## src/rtl/node_rs_pkg.sv

```systemverilog
package node_rs_pkg;
    typedef enum logic {
        ST_IGNORE = 1'b0,
        ST_ACCEPT = 1'b1
    } run_state_e;

    localparam int NUM_CMDS  = 7;
    localparam int CMD_PART  = 0;
    localparam int CMD_CONF  = 1;
    localparam int CMD_ACT   = 2;
    localparam int CMD_HALT  = 3;
    localparam int CMD_REC   = 4;
    localparam int CMD_RUN   = 5;
    localparam int CMD_END   = 6;
endpackage

```

## src/rtl/node_rs_fsm.sv

```systemverilog
module node_rs_fsm
    import node_rs_pkg::*;
(
    input  logic clk,
    input  logic rst_n,
    input  logic go_accept,
    input  logic go_ignore,
    input  logic halt_flush,
    output logic accept_en,
    output logic flush_pulse
);
    run_state_e state_q, state_d;
    logic       flush_q;

    // next-state selection; ignore-direction commands win
    always_comb begin
        state_d = state_q;
        unique case (state_q)
            ST_IGNORE: if (go_accept && !go_ignore) state_d = ST_ACCEPT;
            ST_ACCEPT: if (go_ignore)               state_d = ST_IGNORE;
            default:                                state_d = ST_IGNORE;
        endcase
    end

    // state register
    always_ff @(posedge clk) begin
        if (!rst_n) state_q <= ST_IGNORE;
        else        state_q <= state_d;
    end

    // registered outputs
    always_ff @(posedge clk) begin
        if (!rst_n) flush_q <= 1'b0;
        else        flush_q <= halt_flush;
    end

    assign accept_en   = (state_q == ST_ACCEPT);
    assign flush_pulse = flush_q;


    ignore_wins_chk: assert property (@(posedge clk) disable iff (!rst_n)
        go_ignore |=> !accept_en);

    accept_entry_chk: assert property (@(posedge clk) disable iff (!rst_n)
        (go_accept && !go_ignore) |=> accept_en);

    flush_single_chk: assert property (@(posedge clk) disable iff (!rst_n)
        (flush_pulse && !halt_flush) |=> !flush_pulse);
endmodule

```

## src/rtl/node_rs_ack.sv

```systemverilog
module node_rs_ack #(
    parameter int N = 7
) (
    input  logic         clk,
    input  logic         rst_n,
    input  logic [N-1:0] strobes,
    output logic [N-1:0] acks
);
    for (genvar i = 0; i < N; i++) begin : g_ack
        always_ff @(posedge clk) begin
            if (!rst_n) acks[i] <= 1'b0;
            else        acks[i] <= strobes[i];
        end

        ack_follow_chk: assert property (@(posedge clk) disable iff (!rst_n)
            strobes[i] |=> acks[i]);

        ack_quiet_chk: assert property (@(posedge clk) disable iff (!rst_n)
            !strobes[i] |=> !acks[i]);
    end
endmodule

```

## src/rtl/node_rs_drop_ctr.sv

```systemverilog
module node_rs_drop_ctr #(
    parameter int W = 16
) (
    input  logic         clk,
    input  logic         rst_n,
    input  logic         drop_evt,
    output logic [W-1:0] count
);
    localparam logic [W-1:0] CNT_MAX = {W{1'b1}};

    always_ff @(posedge clk) begin
        if (!rst_n)                           count <= '0;
        else if (drop_evt && count != CNT_MAX) count <= count + 1'b1;
    end


    drop_saturate_chk: assert property (@(posedge clk) disable iff (!rst_n)
        (count == CNT_MAX) |=> (count == CNT_MAX));

    drop_hold_chk: assert property (@(posedge clk) disable iff (!rst_n)
        !drop_evt |=> $stable(count));
endmodule

```

## src/rtl/node_runstate_ctrl.sv

```systemverilog
module node_runstate_ctrl
    import node_rs_pkg::*;
#(
    parameter int PART_W = 8,
    parameter int CNT_W  = 16
) (
    input  logic              clk,
    input  logic              rst_n,
    input  logic              cmd_partition,
    input  logic              cmd_configure,
    input  logic              cmd_activate,
    input  logic              cmd_halt,
    input  logic              cmd_recover,
    input  logic              cmd_run,
    input  logic              cmd_end,
    input  logic [PART_W-1:0] part_in,
    input  logic              flush_req,
    input  logic              evt_in,
    output logic              accept_en,
    output logic [PART_W-1:0] part_num,
    output logic              flush_pulse,
    output logic [NUM_CMDS-1:0] cmd_ack,
    output logic              evt_process,
    output logic [CNT_W-1:0]  drop_count
);
    logic [NUM_CMDS-1:0] cmd_vec;
    logic [PART_W-1:0]   part_q;

    always_comb begin
        cmd_vec           = '0;
        cmd_vec[CMD_PART] = cmd_partition;
        cmd_vec[CMD_CONF] = cmd_configure;
        cmd_vec[CMD_ACT]  = cmd_activate;
        cmd_vec[CMD_HALT] = cmd_halt;
        cmd_vec[CMD_REC]  = cmd_recover;
        cmd_vec[CMD_RUN]  = cmd_run;
        cmd_vec[CMD_END]  = cmd_end;
    end

    node_rs_fsm u_fsm (
        .clk         (clk),
        .rst_n       (rst_n),
        .go_accept   (cmd_configure | cmd_recover),
        .go_ignore   (cmd_halt | cmd_end),
        .halt_flush  (cmd_halt & flush_req),
        .accept_en   (accept_en),
        .flush_pulse (flush_pulse)
    );

    node_rs_ack #(.N(NUM_CMDS)) u_ack (
        .clk     (clk),
        .rst_n   (rst_n),
        .strobes (cmd_vec),
        .acks    (cmd_ack)
    );

    node_rs_drop_ctr #(.W(CNT_W)) u_drop (
        .clk      (clk),
        .rst_n    (rst_n),
        .drop_evt (evt_in & ~accept_en),
        .count    (drop_count)
    );

    always_ff @(posedge clk) begin
        if (!rst_n)             part_q <= '0;
        else if (cmd_partition) part_q <= part_in;
    end

    assign part_num    = part_q;
    assign evt_process = evt_in & accept_en;


    part_hold_chk: assert property (@(posedge clk) disable iff (!rst_n)
        !cmd_partition |=> $stable(part_num));

    passive_cmd_chk: assert property (@(posedge clk) disable iff (!rst_n)
        ((cmd_activate || cmd_run) && !cmd_configure && !cmd_recover
         && !cmd_halt && !cmd_end) |=> $stable(accept_en));

    end_keeps_part_chk: assert property (@(posedge clk) disable iff (!rst_n)
        (cmd_end && !cmd_partition) |=> $stable(part_num));
endmodule

```

## config.mk

```make
export PLATFORM = sky130hd
export DESIGN_NAME = node_runstate_ctrl
export DESIGN_NICKNAME = d
export VERILOG_FILES = /design/src/rtl/node_rs_pkg.sv /design/src/rtl/node_rs_fsm.sv /design/src/rtl/node_rs_ack.sv /design/src/rtl/node_rs_drop_ctr.sv /design/src/rtl/node_runstate_ctrl.sv
export SDC_FILE = /design/constraint.sdc
export NUM_CORES = 1
export LEC_CHECK = 0
export CORE_ASPECT_RATIO = 0.6
export CORE_MARGIN = 3
export CORE_UTILIZATION = 43
export DETAILED_ROUTE_END_ITERATION = 12
export HOLD_SLACK_MARGIN = 0.1
export PLACE_DENSITY = 0.91
export REMOVE_ABC_BUFFERS = 1
export SYNTH_ARGS = -nofsm -noshare
export SYNTH_HDL_FRONTEND = slang
export SYNTH_SLANG_ARGS = --single-unit
```

## constraint.sdc

```tcl
create_clock -name clk -period 2.3 [get_ports clk]
set_clock_uncertainty 0.15 [all_clocks]
set_input_delay 0.345 -clock clk [delete_from_list [all_inputs] [get_ports clk]]
set_output_delay 0.345 -clock clk [all_outputs]
set_load 0.005 [all_outputs]
```

-- Yosys cells after proc, flatten, opt, wreduce, memory -nomap -nowiden
Cells that the tools add are included.
- $add $sub $neg: 1
- bitwise logic cells: 6
- reductions and logical operators: 3
- muxes and demuxes: 3
- eq/ne operators: 1
- operator list (cell ; number):
    adder 16 x 1 -> 16 bit (second input constant) ; 1
    inequality test 16 bit (second input constant) ; 1
    AND 1 bit ; 3
    logical AND 1 bit ; 2
    two-way mux 1 bit ; 2
    OR 1 bit ; 2
    case mux 1 bit (2 select lines) ; 1
    zero test 1 bit ; 1
    inverter 1 bit ; 1
- word-level logic and storage cells: 25
- flip-flop bits (word level): 33
- output and inout bits: 34

-- Logic depth before layout (Yosys ltp)
- word-level depth: 5
- gate-level depth with buffers: 5
- gate-level depth less buffers: 5

-- By module
From an unflattened synthesis, not the netlist that was laid out.
- cells, all modules: 146
- area, all modules: 1416.4 um^2
- modules (own cells, without submodules) (module ; sequential area each (um^2) ; area each (um^2) ; cells an instance ; times used):
    node_rs_drop_ctr ; 320.3 ; 837.1 ; 97 ; 1
    node_runstate_ctrl ; 160.2 ; 332.8 ; 30 ; 1
    node_rs_ack ; 140.1 ; 183.9 ; 14 ; 1
    node_rs_fsm ; 40.0 ; 62.6 ; 5 ; 1

-- Worst setup path before layout
No wires, ideal clock.
- path type: register to register
- start point: reg u_drop.count[3]
- end point: reg u_drop.count[13]
- cell stages (with the launch flop): 5
- required time: 2.080 ns
- clock period less this slack: 1.903 ns
- path slack: 0.397 ns
- arrival: 1.683 ns
- cells stage by stage: dfxtp_1 -> nand4_2 -> or4_4 -> or4_1 -> a21oi_1
- longest elaborated chain between the ends: 2
- RTL lines (element ; line ; source):
    from (decl) ; node_rs_drop_ctr.sv:7 ; output logic [W-1:0] count
    from (signal assigned) ; node_rs_drop_ctr.sv:13 ; else if (drop_evt && count != CNT_MAX) count <= count + 1'b1;
    branches (longest 2 deep; another with adder 16 x 1 -> 16 bit) ; -- ;
Parallel ways; which one is timed is not known.
A chain may end at the register's enable or synchronous reset.

-- Worst setup path after layout
Ends and elaborated chain as after synthesis.

==> impl_metrics.env <==
export IMPL_die_y_um=49.71
export IMPL_avgSynthCellArea_sq_um=9.249
export IMPL_crit_type="reg -> reg"
export IMPL_tightest_slew_ns=0.5259
export IMPL_cp_slowest_cell="or4_4"
export IMPL_dpl_worst_slack_ns=0.02727
export IMPL_yosysWarningCount=0
export IMPL_cts_hold_buf=0
export IMPL_final_nets=227
export IMPL_drcViolationCount=0
export IMPL_yosys_area_top_type_share=0.4826
export IMPL_holdCritPathClass="reg -> reg"
export IMPL_endpoint_kind="flip-flop"
export IMPL_outcome="completed"
export IMPL_maxCapViolations=0
export IMPL_numCtsBuffers=5
export IMPL_cts_sinks=33
export IMPL_synth_top_cells_by_count="33 x dfxtp_1, 12 x nand2_1, 11 x mux2i_1, 11 x nor2_1, 10 x a21oi_1"
export IMPL_post_cts_resized=0
export IMPL_avgViaCountPerCell=5.492
export IMPL_initial_utilization=0.4645
export IMPL_die_w_um=78.84
export IMPL_grt_pass1_wl_um=6417
export IMPL_synth_top_cell_by_area="dfxtp_1"
export IMPL_cp_arrival_ns=2.16
export IMPL_syn_area_sq_um=1369
export IMPL_rows=15
export IMPL_drive_above_1_share=0.07692
export IMPL_place_congestion=0.7813
export IMPL_slew_violations=0
export IMPL_clock_latency_ns=0.29
export IMPL_cts_tree="yes"
export IMPL_p_per_area_nw_per_um2=616.9
export IMPL_grt_pass1_vias=1371
export IMPL_num_vias=1373
export IMPL_synth_area_leaders="dfxtp_1 48%, mux2i_1 8.0%, a21oi_1 3.7%, and2_1 3.7%, nand2_1 3.3%"
export IMPL_fp_coreArea_sq_um=2947
export IMPL_peakVddDrop_mv=0.4497
export IMPL_synth_compound_area_share=0.1243
export IMPL_synth_xor_area_frac=0
export IMPL_synthAdderAreaFrac=0.009141
export IMPL_routedWlPerCell_um=14.99
export IMPL_drtIter0Drc=107
export IMPL_cpPeakStageDelay_ns=0.57
export IMPL_finalSetupTns_ns=0
export IMPL_ant_nets=0
export IMPL_muxShareOfSynthArea=0.08044
export IMPL_final_cells=250
export IMPL_path_cells="nand4_2, or4_4, or4_1, a21oi_1"
export IMPL_synthFlopType="dfxtp_1"
export IMPL_cts_max_path_buffers=2
export IMPL_htreeDepth=2
export IMPL_grt_total_usage=0.2114
export IMPL_pin_count=53
export IMPL_cts_setup_buffers=0
export IMPL_synth_top_family_by_area="simple AND/OR/NAND/NOR gates"
export IMPL_synth_ff_latch_count=33
export IMPL_period_minus_slack_ns=2.102
export IMPL_filler_cell_count=225
export IMPL_utilization=0.7049
export IMPL_post_route_period_util=0.9140
export IMPL_synth_cells=148
export IMPL_routed_wl_um=3747
export IMPL_ys_seq_area_frac=0.4826
export IMPL_crit_buf_inv=0
export IMPL_placed_cells=242
export IMPL_setup_slack_ns=0.1979
export IMPL_slew_headroom=0.6483
export IMPL_overflow=0
export IMPL_dp_hpwl_um=2848
export IMPL_num_antenna_cells=0
export IMPL_antenna_found_initial=0
export IMPL_synth_enable_flop_cells=0
export IMPL_leakage_nw=0.7624
export IMPL_yosys_cell_count_top_type="dfxtp_1"
export IMPL_critPathLaunchType="flip-flop"
export IMPL_portBuffers=52
export IMPL_hold_slack_ns=0.3503
export IMPL_grt_max_degree=19
export IMPL_hold_violations=0
export IMPL_synth_async_reset_ratio=0
export IMPL_critPathTopFamily="simple AND/OR/NAND/NOR gates"
export IMPL_drt_first_pass_iters=4
export IMPL_fmax_ghz=0.4757
export IMPL_rsz0062_at_grt="no"
export IMPL_cts_root_buf="clkbuf_8"
export IMPL_die_area_sq_um=3919
export IMPL_critPathMaxFanout=8
export IMPL_setup_viol=0
export IMPL_yosys_area_share_simple=0.2788
export IMPL_ys_types=29
export IMPL_clk_pin_slew_ns=0.06
export IMPL_worstPathRequired_ns=2.35
export IMPL_area_growth_pct=51.74
==> per-stage QoR <==
stage               power, mW  area, sq um
floorplan              0.6460         1350
detailed placement     0.7384         1961
CTS                     1.291         2077
finish                  1.281         2077
global placement       0.7318         1961
global route            1.325         2077
==> flip-flops by register name, summed over array words and instances (netlist names) <==
signal / cells
u_fsm.flush_pulse: 1
u_ack.acks: 7
part_num: 8
u_drop.count: 16
u_fsm.accept_en: 1
==> layer usage <==
metal / vias to the layer above / GRT usage / routed length, um
li1: 660 / - / -
met1: 635 / 0.2629 / 1597
met2: 66 / 0.3282 / 1698
met3: 12 / 0.07664 / 358
met4: 0 / 0.09714 / 93
met5: - / 0 / 0
==> cell usage in the layout, fill, tap and decap left out <==
| cell type | n |
|---|---|
| clkdlybuf4s50_1 | 52 |
| dfxtp_1 | 33 |
| nand2_1 | 12 |
| nor2_1 | 11 |
| mux2i_1 | 11 |
| a21oi_1 | 10 |
| and2_1 | 8 |
| nand3_1 | 7 |
| clkbuf_8 | 6 |
| nor4_1 | 5 |
| o21ai_0 | 5 |
| o31ai_1 | 5 |
| or4_1 | 5 |
| buf_4 | 5 |
| or3_1 | 4 |
| inv_1 | 4 |
| nand4_1 | 3 |
| nand2b_1 | 3 |
| nor3_1 | 2 |
| and3_1 | 2 |
| o211a_1 | 2 |
| o41ai_1 | 2 |
| nand4_2 | 1 |
| nor2b_1 | 1 |
| or4_4 | 1 |
| nor4b_1 | 1 |
| and4_2 | 1 |
| a2111o_1 | 1 |
| o311ai_0 | 1 |
| or3_2 | 1 |
| ha_1 | 1 |
| clkbuf_1 | 1 |
| bufinv_16 | 1 |
==> worst register-to-register path, delay by kind of cell (launching register included) <==
kind	cells	cell delay, ns
AND/OR/NAND/NOR	3	1.24
flip-flops	1	0.45
AO/OA/AOI/OAI	1	0.18
==> worst paths after layout <==
| kind | from | end | slack [ns] | cells past startpoint |
|---|---|---|---|---|
| hold / removal | u_drop.count[1]$_SDFFE_PN0P_ | u_drop.count[1]$_SDFFE_PN0P_ | 0.35 | 2 |
| setup / recovery | u_drop.count[3]$_SDFFE_PN0P_ | u_drop.count[13]$_SDFFE_PN0P_ | 0.20 | 4 |
| hold reg to reg | u_drop.count[1]$_SDFFE_PN0P_ | u_drop.count[1]$_SDFFE_PN0P_ | 0.35 | 2 |
| setup reg to reg | u_drop.count[3]$_SDFFE_PN0P_ | u_drop.count[13]$_SDFFE_PN0P_ | 0.20 | 4 |
==> layout make-up <==
type                            count  area, sq um  area share
Inverter                            4        15.01    0.007229
Tap cell                           42        52.55     0.02530
Timing Repair Buffer               57        558.0      0.2687
Clock inverter                      1        30.03     0.01446
Clock buffer                        7        86.33     0.04157
Sequential cell                    33        660.6      0.3181
Multi-Input combinational cell    106        674.4      0.3247
==> where the power goes <==
part           switching (mW)  leakage (nW)  internal (mW)
Combinational          0.0461         0.434         0.0790
Sequential             0.0103         0.270          0.591
Clock                   0.202        0.0585          0.353
==> cell families after synthesis <==
group	after synthesis
fa+ha+maj	1
buf+inv	9
mux	11
flops	33
compound gates	26
simple gates	68
(Power assumes the default switching activity.)
